`config.mk`:
```
export PLATFORM = sky130hd
export DESIGN_NAME = trx_mode_ctrl
export DESIGN_NICKNAME = d
export VERILOG_FILES = /design/src/rtl/trx_mode_pkg.sv /design/src/rtl/trx_ctl_sync.sv /design/src/rtl/trx_clk_cfg.sv /design/src/rtl/trx_cmd_decode.sv /design/src/rtl/trx_loop_router.sv /design/src/rtl/trx_mode_ctrl.sv
export SDC_FILE = /design/constraint.sdc
export NUM_CORES = 1
export LEC_CHECK = 0
export BUFFER_PORTS_ARGS = -buffer_cell sky130_fd_sc_hd__buf_2
export CORE_UTILIZATION = 51
export CTS_CLUSTER_DIAMETER = 50
export DETAILED_ROUTE_END_ITERATION = 8
export PLACE_DENSITY = 0.76
export SLEW_MARGIN = 20
export SYNTH_ARGS = -nofsm -noshare
export SYNTH_HDL_FRONTEND = slang
export SYNTH_SLANG_ARGS = --single-unit
```
`constraint.sdc`:
```
create_clock -name clk -period 2.5 [get_ports clk]
set_input_delay 0.125 -clock clk [delete_from_list [all_inputs] [get_ports clk]]
set_output_delay 0.125 -clock clk [all_outputs]
set_load 0.02 [all_outputs]
```
`src/rtl/trx_mode_pkg.sv`:
```
package trx_mode_pkg;

   typedef enum logic [1:0] {
      LB_NORMAL = 2'd0,
      LB_EQUIP  = 2'd1,
      LB_FACIL  = 2'd2,
      LB_SPLIT  = 2'd3
   } lb_mode_e;

   typedef struct packed {
      logic vco_int;
      logic rate_hi;
      logic master;
   } clk_cfg_t;

   typedef struct packed {
      logic     core_rst;
      logic     tri_ttl;
      logic     nand_test;
      logic     tri_ref;
      logic     frm_dis;
      lb_mode_e lb;
   } cmd_t;

   localparam int CFG_W = 3;

endpackage

```
`src/rtl/trx_ctl_sync.sv`:
```
module trx_ctl_sync #(
   parameter int               CTL_W       = 4,
   parameter int               SYNC_STAGES = 2,
   parameter logic [CTL_W-1:0] RST_VAL     = '1
) (
   input  logic             clk,
   input  logic             rst_n,
   input  logic [CTL_W-1:0] ctl_i,
   output logic [CTL_W-1:0] ctl_s_o,
   output logic             stable_o
);

   logic [CTL_W-1:0] ctl_s;
   logic [CTL_W-1:0] ctl_p_q;

   generate
      if (SYNC_STAGES == 0) begin : g_nosync
         assign ctl_s = ctl_i;
      end else begin : g_sync
         logic [CTL_W-1:0] stg_q [SYNC_STAGES];
         always_ff @(posedge clk or negedge rst_n) begin
            if (!rst_n) begin
               for (int i = 0; i < SYNC_STAGES; i++) stg_q[i] <= RST_VAL;
            end else begin
               stg_q[0] <= ctl_i;
               for (int i = 1; i < SYNC_STAGES; i++) stg_q[i] <= stg_q[i-1];
            end
         end
         assign ctl_s = stg_q[SYNC_STAGES-1];
      end
   endgenerate

   always_ff @(posedge clk or negedge rst_n) begin
      if (!rst_n) ctl_p_q <= RST_VAL;
      else        ctl_p_q <= ctl_s;
   end

   assign ctl_s_o  = ctl_s;
   assign stable_o = (ctl_s == ctl_p_q);

endmodule

```
`src/rtl/trx_clk_cfg.sv`:
```
module trx_clk_cfg
   import trx_mode_pkg::*;
#(
   parameter int       CTL_W    = 4,
   parameter clk_cfg_t CFG_INIT = 3'b111
) (
   input  logic             clk,
   input  logic             rst_n,
   input  logic [CTL_W-1:0] ctl_i,
   input  logic             stable_i,
   output clk_cfg_t         cfg_o
);

   localparam int QBIT = CTL_W - 1;

   clk_cfg_t cfg_q;

   always_ff @(posedge clk or negedge rst_n) begin
      if (!rst_n)                      cfg_q <= CFG_INIT;
      else if (stable_i && ctl_i[QBIT]) cfg_q <= clk_cfg_t'(ctl_i[CFG_W-1:0]);
   end

   assign cfg_o = cfg_q;

   AST_CFG_HOLD: assert property (@(posedge clk) disable iff (!rst_n)
      !ctl_i[QBIT] |=> $stable(cfg_q));

   AST_CFG_WAIT: assert property (@(posedge clk) disable iff (!rst_n)
      !stable_i |=> $stable(cfg_q));

endmodule

```
`src/rtl/trx_cmd_decode.sv`:
```
module trx_cmd_decode
   import trx_mode_pkg::*;
#(
   parameter int CTL_W = 4
) (
   input  logic             clk,
   input  logic             rst_n,
   input  logic [CTL_W-1:0] ctl_i,
   input  logic             stable_i,
   output cmd_t             cmd_o
);

   localparam int QBIT = CTL_W - 1;

   cmd_t cmd_n;
   cmd_t cmd_q;

   always_comb begin
      cmd_n    = '0;
      cmd_n.lb = LB_NORMAL;
      if (!ctl_i[QBIT]) begin
         case (ctl_i[2:0])
            3'd0: cmd_n.core_rst  = 1'b1;
            3'd1: cmd_n.tri_ttl   = 1'b1;
            3'd2: cmd_n.nand_test = 1'b1;
            3'd3: cmd_n.tri_ref   = 1'b1;
            3'd4: cmd_n.frm_dis   = 1'b1;
            3'd5: cmd_n.lb        = LB_EQUIP;
            3'd6: cmd_n.lb        = LB_FACIL;
            3'd7: cmd_n.lb        = LB_SPLIT;
            default: cmd_n.lb     = LB_NORMAL;
         endcase
      end
   end

   always_ff @(posedge clk or negedge rst_n) begin
      if (!rst_n)        cmd_q <= '0;
      else if (stable_i) cmd_q <= cmd_n;
   end

   assign cmd_o = cmd_q;

   AST_ONE_CMD: assert property (@(posedge clk) disable iff (!rst_n)
      $onehot0({cmd_q.core_rst, cmd_q.tri_ttl, cmd_q.nand_test,
                cmd_q.tri_ref, cmd_q.frm_dis, cmd_q.lb != LB_NORMAL}));

   AST_RST_PASS: assert property (@(posedge clk) disable iff (!rst_n)
      cmd_q.core_rst |-> cmd_q.lb == LB_NORMAL);

   AST_CMD_WAIT: assert property (@(posedge clk) disable iff (!rst_n)
      !stable_i |=> $stable(cmd_q));

endmodule

```
`src/rtl/trx_loop_router.sv`:
```
module trx_loop_router
   import trx_mode_pkg::*;
#(
   parameter int SER_W = 1
) (
   input  lb_mode_e         lb_i,
   input  logic [SER_W-1:0] rx_data_i,
   input  logic             rx_clk_i,
   input  logic [SER_W-1:0] tx_data_i,
   input  logic             tx_clk_i,
   output logic [SER_W-1:0] line_data_o,
   output logic             line_clk_o,
   output logic [SER_W-1:0] dmx_data_o,
   output logic             dmx_clk_o
);

   logic rx_to_line;
   logic tx_to_dmx;

   assign rx_to_line = (lb_i == LB_FACIL) || (lb_i == LB_SPLIT);
   assign tx_to_dmx  = (lb_i == LB_EQUIP) || (lb_i == LB_SPLIT);

   generate
      for (genvar g = 0; g < SER_W; g++) begin : g_lane
         assign line_data_o[g] = rx_to_line ? rx_data_i[g] : tx_data_i[g];
         assign dmx_data_o[g]  = tx_to_dmx  ? tx_data_i[g] : rx_data_i[g];
      end
   endgenerate

   assign line_clk_o = rx_to_line ? rx_clk_i : tx_clk_i;
   assign dmx_clk_o  = tx_to_dmx  ? tx_clk_i : rx_clk_i;

endmodule

```
`src/rtl/trx_mode_ctrl.sv`:
```
module trx_mode_ctrl
   import trx_mode_pkg::*;
#(
   parameter int       CTL_W       = 4,
   parameter int       SER_W       = 1,
   parameter int       SYNC_STAGES = 2,
   parameter clk_cfg_t CFG_INIT    = 3'b111
) (
   input  logic             clk,
   input  logic             rst_n,
   input  logic [CTL_W-1:0] ctl_i,
   input  logic [SER_W-1:0] rx_data_i,
   input  logic             rx_clk_i,
   input  logic [SER_W-1:0] tx_data_i,
   input  logic             tx_clk_i,
   output logic [SER_W-1:0] line_tx_data_o,
   output logic             line_tx_clk_o,
   output logic [SER_W-1:0] dmx_data_o,
   output logic             dmx_clk_o,
   output logic             core_rst_o,
   output logic             tri_ttl_o,
   output logic             tri_ref_o,
   output logic             nand_test_o,
   output logic             frm_dis_o,
   output logic             pll_bypass_o,
   output logic             rate_hi_o,
   output logic             master_o
);

   localparam logic [CTL_W-1:0] SYNC_RST = {1'b1, CFG_INIT};

   generate
      if (CTL_W != CFG_W + 1) begin : g_bad_ctl
         $error("CTL_W must be one qualifier bit above the configuration field");
      end
      if (SER_W < 1) begin : g_bad_ser
         $error("SER_W must be at least 1");
      end
      if (SYNC_STAGES < 0 || SYNC_STAGES > 4) begin : g_bad_sync
         $error("SYNC_STAGES must lie in 0..4");
      end
   endgenerate

   logic [CTL_W-1:0] ctl_s;
   logic             stable;
   clk_cfg_t         cfg;
   cmd_t             cmd;

   trx_ctl_sync #(
      .CTL_W(CTL_W), .SYNC_STAGES(SYNC_STAGES), .RST_VAL(SYNC_RST)
   ) u_sync (
      .clk(clk), .rst_n(rst_n), .ctl_i(ctl_i),
      .ctl_s_o(ctl_s), .stable_o(stable)
   );

   trx_clk_cfg #(.CTL_W(CTL_W), .CFG_INIT(CFG_INIT)) u_cfg (
      .clk(clk), .rst_n(rst_n), .ctl_i(ctl_s), .stable_i(stable), .cfg_o(cfg)
   );

   trx_cmd_decode #(.CTL_W(CTL_W)) u_dec (
      .clk(clk), .rst_n(rst_n), .ctl_i(ctl_s), .stable_i(stable), .cmd_o(cmd)
   );

   trx_loop_router #(.SER_W(SER_W)) u_route (
      .lb_i(cmd.lb),
      .rx_data_i(rx_data_i), .rx_clk_i(rx_clk_i),
      .tx_data_i(tx_data_i), .tx_clk_i(tx_clk_i),
      .line_data_o(line_tx_data_o), .line_clk_o(line_tx_clk_o),
      .dmx_data_o(dmx_data_o), .dmx_clk_o(dmx_clk_o)
   );

   assign core_rst_o   = cmd.core_rst;
   assign tri_ttl_o    = cmd.tri_ttl;
   assign tri_ref_o    = cmd.tri_ref;
   assign nand_test_o  = cmd.nand_test;
   assign frm_dis_o    = cmd.frm_dis;
   assign pll_bypass_o = !cfg.vco_int;
   assign rate_hi_o    = cfg.rate_hi;
   assign master_o     = cfg.master;

   AST_LINE_FROM_RX: assert property (@(posedge clk) disable iff (!rst_n)
      (cmd.lb == LB_FACIL || cmd.lb == LB_SPLIT) |-> line_tx_clk_o == rx_clk_i);

   AST_DMX_FROM_TX: assert property (@(posedge clk) disable iff (!rst_n)
      (cmd.lb == LB_EQUIP || cmd.lb == LB_SPLIT) |-> dmx_data_o == tx_data_i);

   AST_RST_NO_LOOP: assert property (@(posedge clk) disable iff (!rst_n)
      core_rst_o |-> (line_tx_data_o == tx_data_i && dmx_data_o == rx_data_i));

endmodule

```
==> impl_metrics.csv <==
group,metric,value,unit
run_status,outcome,"completed",
synthesis,avgSynthCellArea,15.07,um2
floorplanning,die_h,45.49,um
routing,totalWireLength,1.616,mm
routing,drt_pass1_iterations,4,
placement,dp_cells,106,
synthesis,synth.mux.area_fraction,0.1128,
layout,nFillCells,140,
critical_path,cpMaxStageDelayCell,"dfstp_2",
timing,slew_viol_final,0,
synthesis,synth_nets,74,
critical_path,crit_family,"flip-flops",
clock_tree,cts-root-buf,"clkbuf_4",
synthesis,synth_compound_area_frac,0.08171,
power_and_ir_drop,ir_drop,0.4490,mV
critical_path,crit_path_max_fanout,9,
clock_tree,path_clk_slew,0.12,ns
timing,finalCritPeriodShare,0.7363,
job,maxCapViolCount,0,
clock_tree,clock_path_buffers,2,
floorplanning,die_area,2069,um2
routing,ant_nets,0,
layout,area_growth_syn_to_layout,20.36,%
floorplanning,die_w,45.49,um
synthesis,synth_top_area_share,0.4086,
critical_path,crit_required,2.69,ns
placement,place.port_buffers,21,
clock_tree,clock-sinks,22,
synthesis,synth-simple-area-share,0.09857,
layout,final_cells,115,
layout,nNetsFinal,101,
clock_tree,h-tree-depth,1,
global_routing,grt_usage,0.1868,
timing,setup_viol,0,
synthesis,synth_warnings,0,
synthesis,ys_seq_area_frac,0.5901,
floorplanning,start_util,0.5527,
layout,antenna_cells,0,
power_and_ir_drop,power_density,774.5,nW/um2
floorplanning,ios,22,
critical_path,path_cells,"xor2_1 > or4_4 > mux2_4",
synthesis,synth_top_area_cell,"dfstp_2",
power_and_ir_drop,leakage,0.5218,nW
timing,rsz0062_at_grt,"no",
critical_path,slowest_delay,0.65,ns
routing,avgViaCountPerCell,5.235,
timing,max_clock_freq,0.5432,GHz
timing,worst_slew_pin_slew,0.4589,ns
clock_tree,cts_buffers,3,
routing,drt-initial-drc-count,2,
timing,finalHoldViolCount,0,
timing,fin_crit,1.841,ns
floorplanning,core,1745,um2
critical_path,worstSetupPathType,"flip-flop to flip-flop",
synthesis,syn_inst,64,
routing,vias,602,
synthesis,synth_cell_types,26,
global_routing,grt_pass1_wl,2.649,mm
timing,setup-tns-final,0,ns
global_routing,grt_overflow,0,
floorplanning,num_rows,15,
synthesis,synth_area,964.7,um2
synthesis,synth_area_leaders,"dfstp_2 (41%), dfrtp_1 (18%), mux2_2 (5.8%), a32o_2 (3.5%), buf_6 (3.5%)",
clock_tree,clkLatencyLatePin,0.30,ns
placement,gp_congestion,0.8022,
clock_tree,cts_tree,"built",
critical_path,start_kind,"flip-flop",
synthesis,synth_xor_area_frac,0.07393,
synthesis,ys_seq_elements,22,
critical_path,cp.arrival,2.03,ns
routing,drc,0,
placement,hpwl,1.140,mm
critical_path,crit_path_end_kind,"flip-flop",
routing,wl_per_cell,14.05,um
global_routing,grt_pass1_vias,620,
min_path,hold_path_class,"input pin to asynchronous set/reset pin",
layout,drive_above_1_share,0.5889,
synthesis,synth_top_family_by_area,"multiplexers",
synthesis,synthAdderAreaFrac,0,
global_routing,grt_max_degree,23,
timing,relSlewSlack,0.6915,
placement,place_area,1064,um2
timing,skew,0.004956,ns
global_routing,antenna_found_initial,0,
critical_path,critPathBufInv,0,
layout,stdcell_area,1161,um2
what timing repair did:
action                                 4_1_cts  5_1_grt
gates resized for setup                      0        0
setup buffers                                0        0
hold buffers                                 5        0
endpoints found under the hold margin       11        0
through the flow:
step	worst slack, ns	power [mW]	hold WS (ns)	utilization
2_1_floorplan	0.6966	0.6071	-0.1706	-
3_3_place_gp	0.7225	0.6693	0.09353	0.6093
3_5_place_dp	0.6914	0.6763	0.09760	0.6093
4_1_cts	0.6724	0.9098	0.2983	0.6652
5_1_grt	0.6210	0.9442	0.3320	0.6652
6_report	0.6592	0.8993	0.2988	0.6652
synth_stat cells:
library cell	instances
a32o_2	3
a41oi_1	2
and2_1	2
and3b_1	1
buf_6	3
clkbuf_1	1
dfrtp_1	7
dfstp_2	15
inv_1	1
mux2_1	2
mux2_2	5
mux2_4	2
nand2_1	1
nor2_1	1
nor2b_1	1
nor3_1	2
nor3b_1	1
nor4_2	1
nor4b_1	1
nor4bb_1	1
o21ai_0	2
o41ai_1	2
or4_4	1
xnor2_1	2
xor2_1	3
xor2_4	1
cell usage in the layout (no fill, tap or decap), types with 2 or more instances in the layout:
cell	synthesis	layout
a32o_2	3	3
a41oi_1	2	2
and2_1	2	2
buf_2	0	21
clkbuf_4	0	3
dfrtp_1	7	7
dfstp_2	15	15
dlygate4sd3_1	0	5
mux2_1	2	2
mux2_2	5	5
mux2_4	2	2
nor3_1	2	2
o21ai_0	2	2
o41ai_1	2	2
xnor2_1	2	2
xor2_1	3	3
area by class of cell:
cell class	count	area, um2	area share
sequential	22	569.3	0.4903
multi-input combinational	37	354.1	0.3050
inverter	1	3.754	0.003233
clock buffer	4	47.55	0.04095
tap	25	31.28	0.02694
timing repair buffer	26	155.1	0.1336
path summary, 6_finish.rpt:
| path | to | slack [ns] | from | cells after the start |
|---|---|---|---|---|
| setup / recovery | u_dec.cmd_o[4] | 0.66 | u_sync.ctl_s_o[0] | 3 |
| hold reg to reg | u_sync.ctl_s_o[1] | 0.36 | u_sync.g_sync.stg_q[5] | 0 |
| max in group asynchronous | u_sync.ctl_s_o[1] | 1.86 | rst_n | 2 |
| min in group clk | u_sync.ctl_s_o[1] | 0.36 | u_sync.g_sync.stg_q[5] | 0 |
| setup reg to reg | u_dec.cmd_o[4] | 0.66 | u_sync.ctl_s_o[0] | 3 |
| hold / removal | u_dec.cmd_o[0] | 0.30 | rst_n | 2 |
state kept, by name (all words and copies together), names as in the netlist:
| register | flops |
|---|---|
| u_cfg.cfg_o | 3 |
| u_dec.cmd_o | 7 |
| u_sync.ctl_p_q | 4 |
| u_sync.ctl_s_o | 4 |
| u_sync.g_sync.stg_q | 4 |
kinds of logic (layout without fill, tap and decap cells):
logic type      after synthesis  in the layout
mux                           9              9
simple gates                 13             13
xor+xnor                      6              6
compound gates                9              9
buf+inv                       5             31
flops                        22             22
where the power goes:
group,leakage [nW],switching [mW],internal [mW]
logic,0.248,0.111,0.0985
registers,0.247,0.0440,0.423
clock network,0.0261,0.102,0.122
total,0.522,0.256,0.643
per-layer routing:
metal / vias up / share of wire / track usage / wire length, um
li1: 285 / - / - / -
met3: 0 / 0.045 / 0.02381 / 73
met4: 0 / 0 / 0.05455 / 0
met5: - / 0 / 0 / 0
met1: 296 / 0.44 / 0.2362 / 714
met2: 21 / 0.51 / 0.3314 / 828
Note: power is estimated with default switching activity, not from simulation.
